### src/rtl/iso_ss_pkg.sv
package iso_ss_pkg;

  typedef enum logic [1:0] {
    PART_ALL   = 2'd0,
    PART_BEGIN = 2'd1,
    PART_MID   = 2'd2,
    PART_END   = 2'd3
  } part_e;

  typedef enum logic [1:0] {
    VRD_IGN = 2'd0,
    VRD_ACC = 2'd1,
    VRD_ERR = 2'd2
  } verdict_e;

  typedef struct packed {
    logic  busy;   // packet open
    logic  seen;   // piece seen this microframe
    logic  mute;   // drop window open
    part_e last;   // last accepted position
  } ep_state_t;

endpackage

### src/rtl/iso_ss_judge.sv
module iso_ss_judge
  import iso_ss_pkg::*;
(
  input  part_e     part,
  input  logic      pid_ok,
  input  logic      crc_ok,
  input  logic      timeout,
  input  ep_state_t st,
  output verdict_e  verdict
);

  logic good;
  logic tail;
  logic cont_ok;

  always_comb begin
    good    = pid_ok && crc_ok && !timeout;
    tail    = (part == PART_MID) || (part == PART_END);
    cont_ok = st.busy && ((st.last == PART_BEGIN) || (st.last == PART_MID));
    verdict = VRD_ERR;
    if (tail && st.mute) begin
      verdict = VRD_IGN;
    end else if (good) begin
      unique case (part)
        PART_ALL, PART_BEGIN: verdict = st.busy ? VRD_ERR : VRD_ACC;
        PART_MID, PART_END:   verdict = cont_ok ? VRD_ACC : VRD_ERR;
        default:              verdict = VRD_ERR;
      endcase
    end
  end

endmodule

### src/rtl/iso_ss_ep_slot.sv
module iso_ss_ep_slot
  import iso_ss_pkg::*;
(
  input  logic      clk,
  input  logic      rst_n,
  input  logic      hit,
  input  verdict_e  verdict,
  input  part_e     part,
  input  logic      uf_tick,
  input  logic      clr_mute,
  output ep_state_t st,
  output logic      miss
);

  ep_state_t st_d;
  logic      upd_en;

  always_comb begin
    miss   = uf_tick && st.busy && !(st.seen || hit);
    upd_en = hit || uf_tick || clr_mute;
    st_d   = st;
    st_d.mute = st.mute && !clr_mute;
    if (hit) begin
      st_d.seen = 1'b1;
      unique case (verdict)
        VRD_ACC: begin
          if (part == PART_BEGIN) begin
            st_d.busy = 1'b1;
            st_d.last = PART_BEGIN;
          end else if (part == PART_MID) begin
            st_d.last = PART_MID;
          end else if (part == PART_END) begin
            st_d.busy = 1'b0;
            st_d.last = PART_END;
          end
        end
        VRD_ERR: begin
          st_d.busy = 1'b0;
          st_d.mute = 1'b1;
        end
        default: ;
      endcase
    end
    if (miss) begin
      st_d.busy = 1'b0;
      st_d.mute = 1'b1;
    end
    if (uf_tick) begin
      st_d.seen = 1'b0;
    end
  end

  always_ff @(posedge clk or negedge rst_n) begin
    if (!rst_n) begin
      st <= '0;
    end else if (upd_en) begin
      st <= st_d;
    end
  end

  AST_MISS_CLOSES: assert property (@(posedge clk) disable iff (!rst_n)
    miss |=> (!st.busy && st.mute));

  AST_BEGIN_OPENS: assert property (@(posedge clk) disable iff (!rst_n)
    (hit && verdict == VRD_ACC && part == PART_BEGIN) |=> st.busy);

  AST_END_CLOSES: assert property (@(posedge clk) disable iff (!rst_n)
    (hit && verdict == VRD_ACC && part == PART_END) |=> !st.busy);

  AST_ERR_MUTES: assert property (@(posedge clk) disable iff (!rst_n)
    (hit && verdict == VRD_ERR) |=> (!st.busy && st.mute));

endmodule

### src/rtl/iso_out_ss_seq.sv
module iso_out_ss_seq
  import iso_ss_pkg::*;
#(
  parameter int NUM_EP = 4,
  parameter int EP_W   = (NUM_EP > 1) ? $clog2(NUM_EP) : 1
) (
  input  logic              clk,
  input  logic              rst_n,
  input  logic              uf_tick,
  input  logic              ss_valid,
  input  logic [EP_W-1:0]   ss_ep,
  input  logic [1:0]        ss_part,
  input  logic              ss_pid_ok,
  input  logic              ss_crc_ok,
  input  logic              ss_timeout,
  output logic              ss_acc_o,
  output logic              ss_derr_o,
  output logic              ss_ign_o,
  output logic              ss_nostart_o,
  output logic [NUM_EP-1:0] fs_bitstuff_o
);

  part_e             part;
  ep_state_t         st_a [NUM_EP];
  ep_state_t         sel_st;
  verdict_e          verdict;
  logic [NUM_EP-1:0] hit_v;
  logic [NUM_EP-1:0] miss_v;
  logic              clr_mute;
  logic              head;
  logic              acc_d, err_d, ign_d, nostart_d;

  assign part = part_e'(ss_part);

  always_comb begin
    sel_st = '0;
    hit_v  = '0;
    for (int i = 0; i < NUM_EP; i++) begin
      if (ss_ep == EP_W'(i)) begin
        sel_st   = st_a[i];
        hit_v[i] = ss_valid;
      end
    end
  end

  iso_ss_judge u_judge (
    .part    (part),
    .pid_ok  (ss_pid_ok),
    .crc_ok  (ss_crc_ok),
    .timeout (ss_timeout),
    .st      (sel_st),
    .verdict (verdict)
  );

  assign head     = (part == PART_ALL) || (part == PART_BEGIN);
  assign clr_mute = ss_valid && head;

  for (genvar g = 0; g < NUM_EP; g++) begin : g_slot
    iso_ss_ep_slot u_slot (
      .clk      (clk),
      .rst_n    (rst_n),
      .hit      (hit_v[g]),
      .verdict  (verdict),
      .part     (part),
      .uf_tick  (uf_tick),
      .clr_mute (clr_mute),
      .st       (st_a[g]),
      .miss     (miss_v[g])
    );
  end

  always_comb begin
    acc_d     = ss_valid && (hit_v != '0) && (verdict == VRD_ACC);
    err_d     = ss_valid && ((hit_v == '0) || (verdict == VRD_ERR));
    ign_d     = ss_valid && (hit_v != '0) && (verdict == VRD_IGN);
    nostart_d = err_d && head;
  end

  always_ff @(posedge clk or negedge rst_n) begin
    if (!rst_n) begin
      ss_acc_o      <= 1'b0;
      ss_derr_o     <= 1'b0;
      ss_ign_o      <= 1'b0;
      ss_nostart_o  <= 1'b0;
      fs_bitstuff_o <= '0;
    end else begin
      ss_acc_o      <= acc_d;
      ss_derr_o     <= err_d;
      ss_ign_o      <= ign_d;
      ss_nostart_o  <= nostart_d;
      fs_bitstuff_o <= miss_v;
    end
  end

  AST_ONE_RESULT: assert property (@(posedge clk) disable iff (!rst_n)
    $onehot0({ss_acc_o, ss_derr_o, ss_ign_o}));

  AST_QUIET_IDLE: assert property (@(posedge clk) disable iff (!rst_n)
    !ss_valid |=> !(ss_acc_o || ss_derr_o || ss_ign_o));

  AST_NOSTART_ERR: assert property (@(posedge clk) disable iff (!rst_n)
    ss_nostart_o |-> ss_derr_o);

  AST_MUTED_TAIL: assert property (@(posedge clk) disable iff (!rst_n)
    (ss_valid && sel_st.mute && !head) |=> ss_ign_o);

endmodule

### config.mk
export PLATFORM = sky130hd
export DESIGN_NAME = iso_out_ss_seq
export DESIGN_NICKNAME = d
export VERILOG_FILES = /design/src/rtl/iso_ss_pkg.sv /design/src/rtl/iso_ss_judge.sv /design/src/rtl/iso_ss_ep_slot.sv /design/src/rtl/iso_out_ss_seq.sv
export SDC_FILE = /design/constraint.sdc
export NUM_CORES = 1
export LEC_CHECK = 0
export BUFFER_PORTS_ARGS = -buffer_cell sky130_fd_sc_hd__buf_2
export CELL_PAD_IN_SITES_DETAIL_PLACEMENT = 0
export CELL_PAD_IN_SITES_GLOBAL_PLACEMENT = 1
export CORE_MARGIN = 5
export CORE_UTILIZATION = 46
export CTS_BUF_LIST = sky130_fd_sc_hd__clkbuf_4 sky130_fd_sc_hd__clkbuf_8
export DETAILED_ROUTE_END_ITERATION = 8
export PLACE_DENSITY = 0.84
export SETUP_SLACK_MARGIN = 0.2
export SLEW_MARGIN = 20
export SYNTH_ARGS = -nofsm -noshare
export SYNTH_HDL_FRONTEND = slang
export SYNTH_SLANG_ARGS = --single-unit
### constraint.sdc
create_clock -name clk -period 2.93 [get_ports clk]
set_input_delay 0.1465 -clock clk [delete_from_list [all_inputs] [get_ports clk]]
set_output_delay 0.1465 -clock clk [all_outputs]
set_load 0.02 [all_outputs]
* Yosys cells after proc, flatten, opt, wreduce, memory -nomap -nowiden
Cells that the tools add are included.
Widths: inputs -> output; s select.
** Word-level totals
- Bits in registers :: 28
- Input bits :: 11
- Output and inout port bits :: 8
- Logic and storage cells :: 159
** Operators by class
- Equality and inequality tests :: 18
- Multiplexer cells :: 44
- Reductions and logical operators :: 76
** Operators by type and width (number)
- $mux 5 :: 8
- $mux 1 :: 23
- $logic_and 1x1->1 :: 22
- $mux 2 :: 11
- $reduce_and 5->1 :: 4
- $logic_or 1x1->1 :: 16
- $ne 4x2->1 const B :: 4
- $ne 4x3->1 const B :: 4
- $reduce_and 4->1 :: 4
- $reduce_bool 2->1 :: 8
- $reduce_bool 3->1 :: 5
- $eq 2x2->1 const B :: 6
- $eq 2x1->1 const B :: 4
- $reduce_and 2->1 :: 4
- $logic_not 1->1 :: 6
- $logic_not 2->1 :: 3
- $logic_not 4->1 :: 1
- $pmux 2 s2 :: 1
- $reduce_bool 4->1 :: 1
- $reduce_or 2->1 :: 2
- $pmux 1 s2 :: 1

* Logic depth before layout (Yosys ltp)
Gate-level depths: netlist of run 1.
- Depth after elaboration :: 16
- Gate-level depth with buffers :: 8
- Gate-level depth less buffers :: 7

* Hierarchy
Synthesis of run 1 repeated with hierarchy kept, for this count alone.
** Second synthesis, totals
- Cells, all modules :: 136
- Area, all modules :: 1495.2 um^2
** By module, submodules not included
- iso_ss_ep_slot :: instances 4, cells each 26, area an instance 256.5 um^2, sequential area each 125.1 um^2
- iso_out_ss_seq :: instances 1, cells each 24, area an instance 405.4 um^2, sequential area each 200.2 um^2
- iso_ss_judge :: instances 1, cells each 8, area an instance 63.8 um^2, sequential area each 0.0 um^2

* Worst setup path before layout of run 1
Ideal clock, no wire load.
- Path type :: reg-to-reg
- From :: register g_slot[3].u_slot.st[4] (netlist name)
- To :: register g_slot[0].u_slot.st[4] (netlist name)
- Library setup time :: 0.095 ns
- Arrival time :: 2.305 ns
- Data required time :: 2.835 ns
- Slack :: 0.530 ns
- Stages on the path, launching flop included :: 8
- Buffers on the path :: 0
- Clock period less this slack :: 2.400 ns
- Cell sequence :: dfrtp_1 > mux4_2 > and3_4 > a221o_1 > ha_1 > nor4bb_1 > nand2_1 > o31ai_1
** Between the ends
- Word-level cells in the longest chain between the ends :: 10
- Elaborated cells between the ends (all ways) :: 16
- Those cells by class :: eq/ne: 4; mux: 9; reduce/logical: 3
** RTL lines
- from (decl) :: line iso_ss_ep_slot.sv:11 : output ep_state_t st,
- from (signal assigned) :: line iso_ss_ep_slot.sv:57 : st <= st_d;
- $mux 5 (*) :: line iso_out_ss_seq.sv:39 : if (ss_ep == EP_W'(i)) begin
- $logic_and 1x1->1 :: line iso_ss_judge.sv:19 : cont_ok = st.busy && ((st.last == PART_BEGIN) || (st.last == PART_MID));
- $mux 2 :: line iso_ss_judge.sv:26 : PART_MID, PART_END: verdict = cont_ok ? VRD_ACC : VRD_ERR;
- $pmux 2 s2 (*) :: line iso_ss_judge.sv:24 : unique case (part)
- $mux 2 (*) :: line iso_ss_judge.sv:23 : end else if (good) begin
- $mux 2 (*) :: line iso_ss_judge.sv:21 : if (tail && st.mute) begin
- $eq 2x2->1 or $eq 2x1->1 (tied branches) :: line iso_ss_ep_slot.sv:25 : unique case (verdict)
- $pmux 1 s2 :: line iso_ss_ep_slot.sv:25
- $mux 5 :: line iso_ss_ep_slot.sv:23 : if (hit) begin
- $mux 1 :: line iso_ss_ep_slot.sv:44 : if (miss) begin
- to (signal assigned) :: line iso_ss_ep_slot.sv:57
- to (decl) :: line iso_ss_ep_slot.sv:11
Every way passes the cells marked *; elsewhere a longest branch is shown, timed or not. The select of a mux whose other input is x is not followed.
A chain may end at the register's enable or synchronous reset.

* Worst setup path in the final report of run 1
Ends and elaborated chain as after synthesis.

==> impl_metrics.py, run 1 <==
metrics = {
    "place": {
        "post_dp_cell_area_um2": 1450,
        "place.detailed.hpwl_um": 1940,
        "portBuffers": 18,
        "dp.cells": 163,
        "gp_congestion": 0.802,
    },
    "min_path": {
        "min_path_type": "primary input to flip-flop",
        "whs_path_depth": 2,
        "worstHoldStart": "uf_tick",
        "whs_endpoint": "g_slot[3].u_slot.st[3]",
    },
    "sta": {
        "rsz0062_at_grt": "false",
        "setup_violations": 0,
        "worst_pin_slew_ps": 594,
        "tns_ps": 0,
        "slew_violations": 0,
        "finClkSkew_ps": 12.7,
        "fin_crit_sh": 0.857,
        "finalCriticalPeriod_ps": 2510,
        "fmax_mhz": 398,
        "hold_viol": 0,
        "relSlewSlack": 0.604,
    },
    "final_layout": {
        "syn_to_final_growth_pct": 11.2,
        "diodes": 0,
        "fin_cells": 168,
        "drive_gt1_frac": 0.234,
        "final_cell_area_um2": 1500,
        "post-route-util": 0.538,
        "final_nets": 152,
    },
    "status": {
        "outcome": "complete, no violations",
    },
    "clock_tree": {
        "clk_pin_slew_ps": 150,
        "cts_setup_buffers": 0,
        "cts.htree.levels": 1,
        "cts_made_buffers": 3,
        "clk_latency_ps": 330,
        "cts_root_buffer": "clkbuf_4",
        "cts_tree": "yes",
        "cts_resized": 0,
        "cts_sinks": 28,
        "clockBufferDepth": 2,
    },
    "critical_path": {
        "path_max_fanout": 5,
        "slowest_stage": "mux4_2",
        "r2r-end": "g_slot[0].u_slot.st[4]",
        "worstReg2RegStart": "g_slot[3].u_slot.st[4]",
        "reg2reg_depth": 8,
        "worstPathRequired_ps": 3170,
        "reg2reg_slack_ps": 420,
        "path_class": "flip-flop to flip-flop",
        "worstSetupStartpoint": "g_slot[3].u_slot.st[4]",
        "max_stage_delay_ps": 510,
        "path_cells": "mux4_2 > and3_4 > a221o_1 > ha_1 > nor4bb_1 > buf_4 > nand2_1 > o31ai_1",
        "critical_path_arrival_ps": 2750,
        "crit_path_start_kind": "flip-flop",
        "end_kind": "flip-flop",
    },
    "drt": {
        "avgViaCountPerCell": 5.65,
        "drtPass1Iterations": 4,
        "routedWlPerCell_um": 15.6,
        "vias": 950,
        "first_iter_violations": 35,
        "wl_um": 2620,
        "route.detailed.drc": 0,
        "ant_nets": 0,
    },
    "global_routing": {
        "grt_usage": 0.133,
        "grt_antenna_before_repair": 0,
        "busiest_layer": "met2",
        "grt_use_met1": 0.190,
        "grt_pass1_vias": 950,
        "grt_overflow": 0,
        "grtUsageMet3": 0.0245,
        "grt_max_degree": 29,
        "grt_pass1_wl_um": 4380,
        "grt_util_met2": 0.195,
    },
    "yosys": {
        "synthesis.nets": 133,
        "synthTopCellsByCount": "dfrtp_1, o21ai_0, nand2_1, nor2_1",
        "ys.warnings.count": 0,
        "yosys_most_used_dff": "dfrtp_1",
        "ys_seq_area_frac": 0.521,
        "synth_most_common_cell": "dfrtp_1",
        "postSynth.asyncResetShare": 1.00,
        "ys_top_cells_by_area": "dfrtp_1, mux4_2, o21ai_0",
        "syn_area_um2": 1350,
        "synth_cell_types": 31,
        "synth_cells": 119,
        "synth_edf_count": 0,
        "syn_area_per_cell_um2": 11.3,
        "synth_seq_cells": 28,
        "synth_top_cell_area_share": 0.521,
        "synth.largest_area_cell": "dfrtp_1",
    },
    "die": {
        "die_w_um": 64.1,
        "initial_core_util": 0.484,
        "rows": 19,
        "die_area_um2": 4110,
        "die_h_um": 64.1,
        "io_pins": 19,
        "core_um2": 2780,
    },
    "power": {
        "power.density_nw_per_um2": 529,
        "ir_drop_mv": 0.365,
        "leakage_nw": 0.746,
        "p_total_w": 0.000791,
    },
    "job": {
        "maxCapViolations": 0,
    },
}
## flip-flops by register name, indices dropped and copies added (netlist names)
| register | flops |
|---|---|
| g_slot.u_slot.st | 20 |
| ss_nostart_o | 1 |
| fs_bitstuff_o | 4 |
| ss_derr_o | 1 |
| ss_ign_o | 1 |
| ss_acc_o | 1 |
## worst max-delay path, delay by kind of cell, from the launching register on
family | cells | cell delay (ps)
multiplexers | 1 | 510
flip-flops | 1 | 420
AND/OR/NAND/NOR | 3 | 530
adder cells (fa/ha/maj) | 1 | 350
buffers and inverters | 1 | 170
AO/OA/AOI/OAI | 2 | 440
## report_power, final
group	switching (W)	internal (W)	leakage (nW)	total, W
Clock	0.000109	0.0000761	0.0210	0.000185
Combinational	0.0000821	0.0000728	0.347	0.000155
Sequential	0.0000238	0.000428	0.378	0.000452
## how the worst max path moves through the flow
stage / end / cells after the start
3_5_place_dp: g_slot[0].u_slot.st[4] / 9
3_3_place_gp: g_slot[0].u_slot.st[4] / 9
6_report: g_slot[0].u_slot.st[4] / 8
4_1_cts: g_slot[0].u_slot.st[4] / 8
2_1_floorplan: g_slot[0].u_slot.st[4] / 7
5_1_grt: g_slot[0].u_slot.st[4] / 8
## per-layer routing
metal  up-vias  wire length, µm
met4         0               48
met1       449             1240
met3         5              143
li1        470                -
met5         -                0
met2        26             1190
## metrics by stage
stage,hold slack (ps),worst slack (ps)
after floorplan,-149,530
after global placement,185,423
after detailed placement,189,341
after CTS,69.9,415
after global routing,57.7,294
final,70.9,419
## timing repair
item	in CTS	in global routing
endpoints found under the setup margin	0	0
hold endpoints to repair	28	0
hold buffers	1	0
## layout by cell type, fill, tap and decap left out
master         count
and4b_1            1
nand3_1            5
and2_1             3
o21ai_0           12
a21bo_2            2
inv_1              5
clkbuf_4           3
nor2_1             8
and3b_1            3
a21oi_1            1
nor4bb_1           1
buf_2             18
nand2b_1           2
dlygate4sd3_1      1
a221oi_1           1
nor3b_2            2
a21o_1             1
a31oi_1            1
o31ai_1            3
a32o_1             1
dfrtp_1           28
ha_1               3
and3_4             1
nor3_1             3
a221o_1            5
clkbuf_8           1
nand3b_1           2
buf_4              1
mux4_2             4
nor2b_1            2
and3_1             4
nand2_1            8
xor2_1             1
## layout make-up
class                           count  area [µm²]
Fill cell                         253        1290
Multi-Input combinational cell     80         593
Clock buffer                        4        36.3
Sequential cell                    28         701
Tap cell                           31        38.8
Inverter                            5        18.8
Timing Repair Buffer               20         108
## logic make-up after synthesis
family                   Yosys count  share of synthesized area
AND/OR/NAND/NOR                   45                      0.198
flip-flops                        28                      0.521
AO/OA/AOI/OAI                     27                      0.141
buffers and inverters             11                     0.0381
multiplexers                       4                     0.0670
adder cells (fa/ha/maj)            3                     0.0279
XOR/XNOR                           1                    0.00651
(Power assumes the default switching activity.)
==> run 2: changes to the inputs <==
--- a/config.mk
+++ b/config.mk
@@ -8,6 +8,7 @@
 export BUFFER_PORTS_ARGS = -buffer_cell sky130_fd_sc_hd__buf_2
 export CELL_PAD_IN_SITES_DETAIL_PLACEMENT = 0
 export CELL_PAD_IN_SITES_GLOBAL_PLACEMENT = 1
+export CORE_ASPECT_RATIO = 1.75
 export CORE_MARGIN = 5
 export CORE_UTILIZATION = 46
 export CTS_BUF_LIST = sky130_fd_sc_hd__clkbuf_4 sky130_fd_sc_hd__clkbuf_8
==> run 2 against run 1 <==
Global-route usage up 0.85 points. Total power is 15% higher. Register-to-register slack worse by 30 ps. Critical path depth is the same.
==> impl_metrics.py, run 2 (same netlist as run 1, synthesis figures left out) <==
metrics = {
    "sta": {
        "fin_crit_sh": 0.866,
        "rsz0062_at_grt": "false",
        "fmax_mhz": 394,
        "setup_violations": 0,
        "tns_ps": 0,
        "finClkSkew_ps": 2.01,
        "relSlewSlack": 0.600,
        "worst_pin_slew_ps": 600,
        "slew_violations": 0,
        "hold_viol": 0,
        "finalCriticalPeriod_ps": 2540,
    },
    "power": {
        "ir_drop_mv": 0.472,
        "leakage_nw": 0.761,
        "p_total_w": 0.000909,
        "power.density_nw_per_um2": 593,
    },
    "status": {
        "outcome": "complete, no violations",
    },
    "clock_tree": {
        "clockBufferDepth": 2,
        "clk_latency_ps": 270,
        "cts_tree": "yes",
        "cts_made_buffers": 3,
        "cts.htree.levels": 1,
        "clk_pin_slew_ps": 90,
        "cts_root_buffer": "clkbuf_8",
        "cts_sinks": 28,
    },
    "critical_path": {
        "critical_path_arrival_ps": 2720,
        "worstPathRequired_ps": 3110,
        "end_kind": "flip-flop",
        "path_class": "flip-flop to flip-flop",
        "path_max_fanout": 5,
        "crit_path_start_kind": "flip-flop",
    },
    "final_layout": {
        "layout_commonest_cell": "dfrtp_1",
        "regMostFlops": "g_slot.u_slot.st",
        "syn_to_final_growth_pct": 14.0,
        "fin_cells": 165,
        "final_nets": 152,
        "top_regs": "g_slot.u_slot.st (20), fs_bitstuff_o (4)",
        "post-route-util": 0.535,
        "mostFrequentLayoutCells": "dfrtp_1, buf_2, o21ai_0",
        "num-fill-cells": 265,
        "drive_gt1_frac": 0.241,
        "diodes": 0,
        "largest_reg_flops": 20,
    },
    "global_routing": {
        "grt_pass1_vias": 1017,
        "grt_max_degree": 29,
        "grt_pass1_wl_um": 4640,
        "grt_antenna_before_repair": 0,
        "grt_overflow": 0,
        "grt_usage": 0.142,
    },
    "drt": {
        "wl_um": 2670,
        "vias": 977,
        "first_iter_violations": 28,
        "routedWlPerCell_um": 16.2,
        "drtPass1Iterations": 4,
        "ant_nets": 0,
        "avgViaCountPerCell": 5.92,
        "route.detailed.drc": 0,
    },
    "die": {
        "die_area_um2": 4150,
        "initial_core_util": 0.470,
        "core_um2": 2860,
        "die_w_um": 50.9,
        "io_pins": 19,
        "rows": 26,
        "die_h_um": 81.5,
    },
    "place": {
        "dp.cells": 160,
        "place.detailed.hpwl_um": 1990,
        "portBuffers": 18,
        "gp_congestion": 0.813,
    },
    "job": {
        "maxCapViolations": 0,
    },
    "min_path": {
        "min_path_type": "primary input to flip-flop",
    },
}
-- run 2: changes by cell type in the layout (fill, tap and decap cells not counted), sizes merged --
| cell | change |
|---|---|
| bufinv | +1 |
| clkbuf | -1 |
-- run 2: layer usage --
layer / wire, µm / share of wire / track usage
met3: 94 / 0.035 / 0.0181
met5: 0 / 0 / 0
met2: 1380 / 0.52 / 0.235
met1: 1120 / 0.42 / 0.176
met4: 70 / 0.026 / 0.0742
-- run 2: where the power goes --
group	total [W]	leakage, nW	switching [W]	internal, W
Clock	0.000300	0.0357	0.000117	0.000183
Combinational	0.000156	0.347	0.0000826	0.0000737
Sequential	0.000452	0.378	0.0000242	0.000428
Total	0.000909	0.761	0.000224	0.000685
-- run 2: what timing repair did --
action / 4_1_cts / 5_1_grt
hold buffers: 1 / 0
setup endpoints to repair: 0 / 1
resized for setup: 0 / 1
setup buffers: 0 / 0
endpoints found under the hold margin: 28 / 0
-- run 2: stage by stage --
stage / area [µm²] / setup WS, ps / hold slack [ps]
final: 1530 / 394 / 129
after global routing: 1530 / 257 / 138
after CTS: 1530 / 386 / 128
after detailed placement: 1450 / 329 / 193
after global placement: 1450 / 415 / 182
after floorplan: 1350 / 530 / -149
-- run 2: worst max-delay path, stage by stage (launching register included) --
cell and delay, ps:
dfrtp_1 420, mux4_2 500, and3_4 200, a221o_1 350, ha_1 340, nor4bb_2 310
buf_4 170, nand2_1 50, o31ai_1 90
-- run 2: layout make-up --
class | count | area (µm²) | share of cell area
clock buffers | 3 | 41.3 | 0.0269
multi-input cells | 80 | 599 | 0.391
clock inverters | 1 | 30.0 | 0.0196
inverters | 5 | 18.8 | 0.0122
repair buffers | 20 | 108 | 0.0702
flip-flops and latches | 28 | 701 | 0.457
well taps | 28 | 35.0 | 0.0229
-- run 2: final timing paths --
check	start	end	slack [ps]	depth (start not counted)
worst max-delay path	g_slot[1].u_slot.st[4]	g_slot[0].u_slot.st[4]	390	8
worst min-delay path	uf_tick	g_slot[1].u_slot.st[3]	130	2
worst max register to register	g_slot[1].u_slot.st[4]	g_slot[0].u_slot.st[4]	390	8
worst min register to register	g_slot[0].u_slot.st[3]	fs_bitstuff_o[0]	470	1
max in group asynchronous	rst_n	g_slot[2].u_slot.st[1]	2140	2
min in group asynchronous	rst_n	ss_nostart_o	400	2
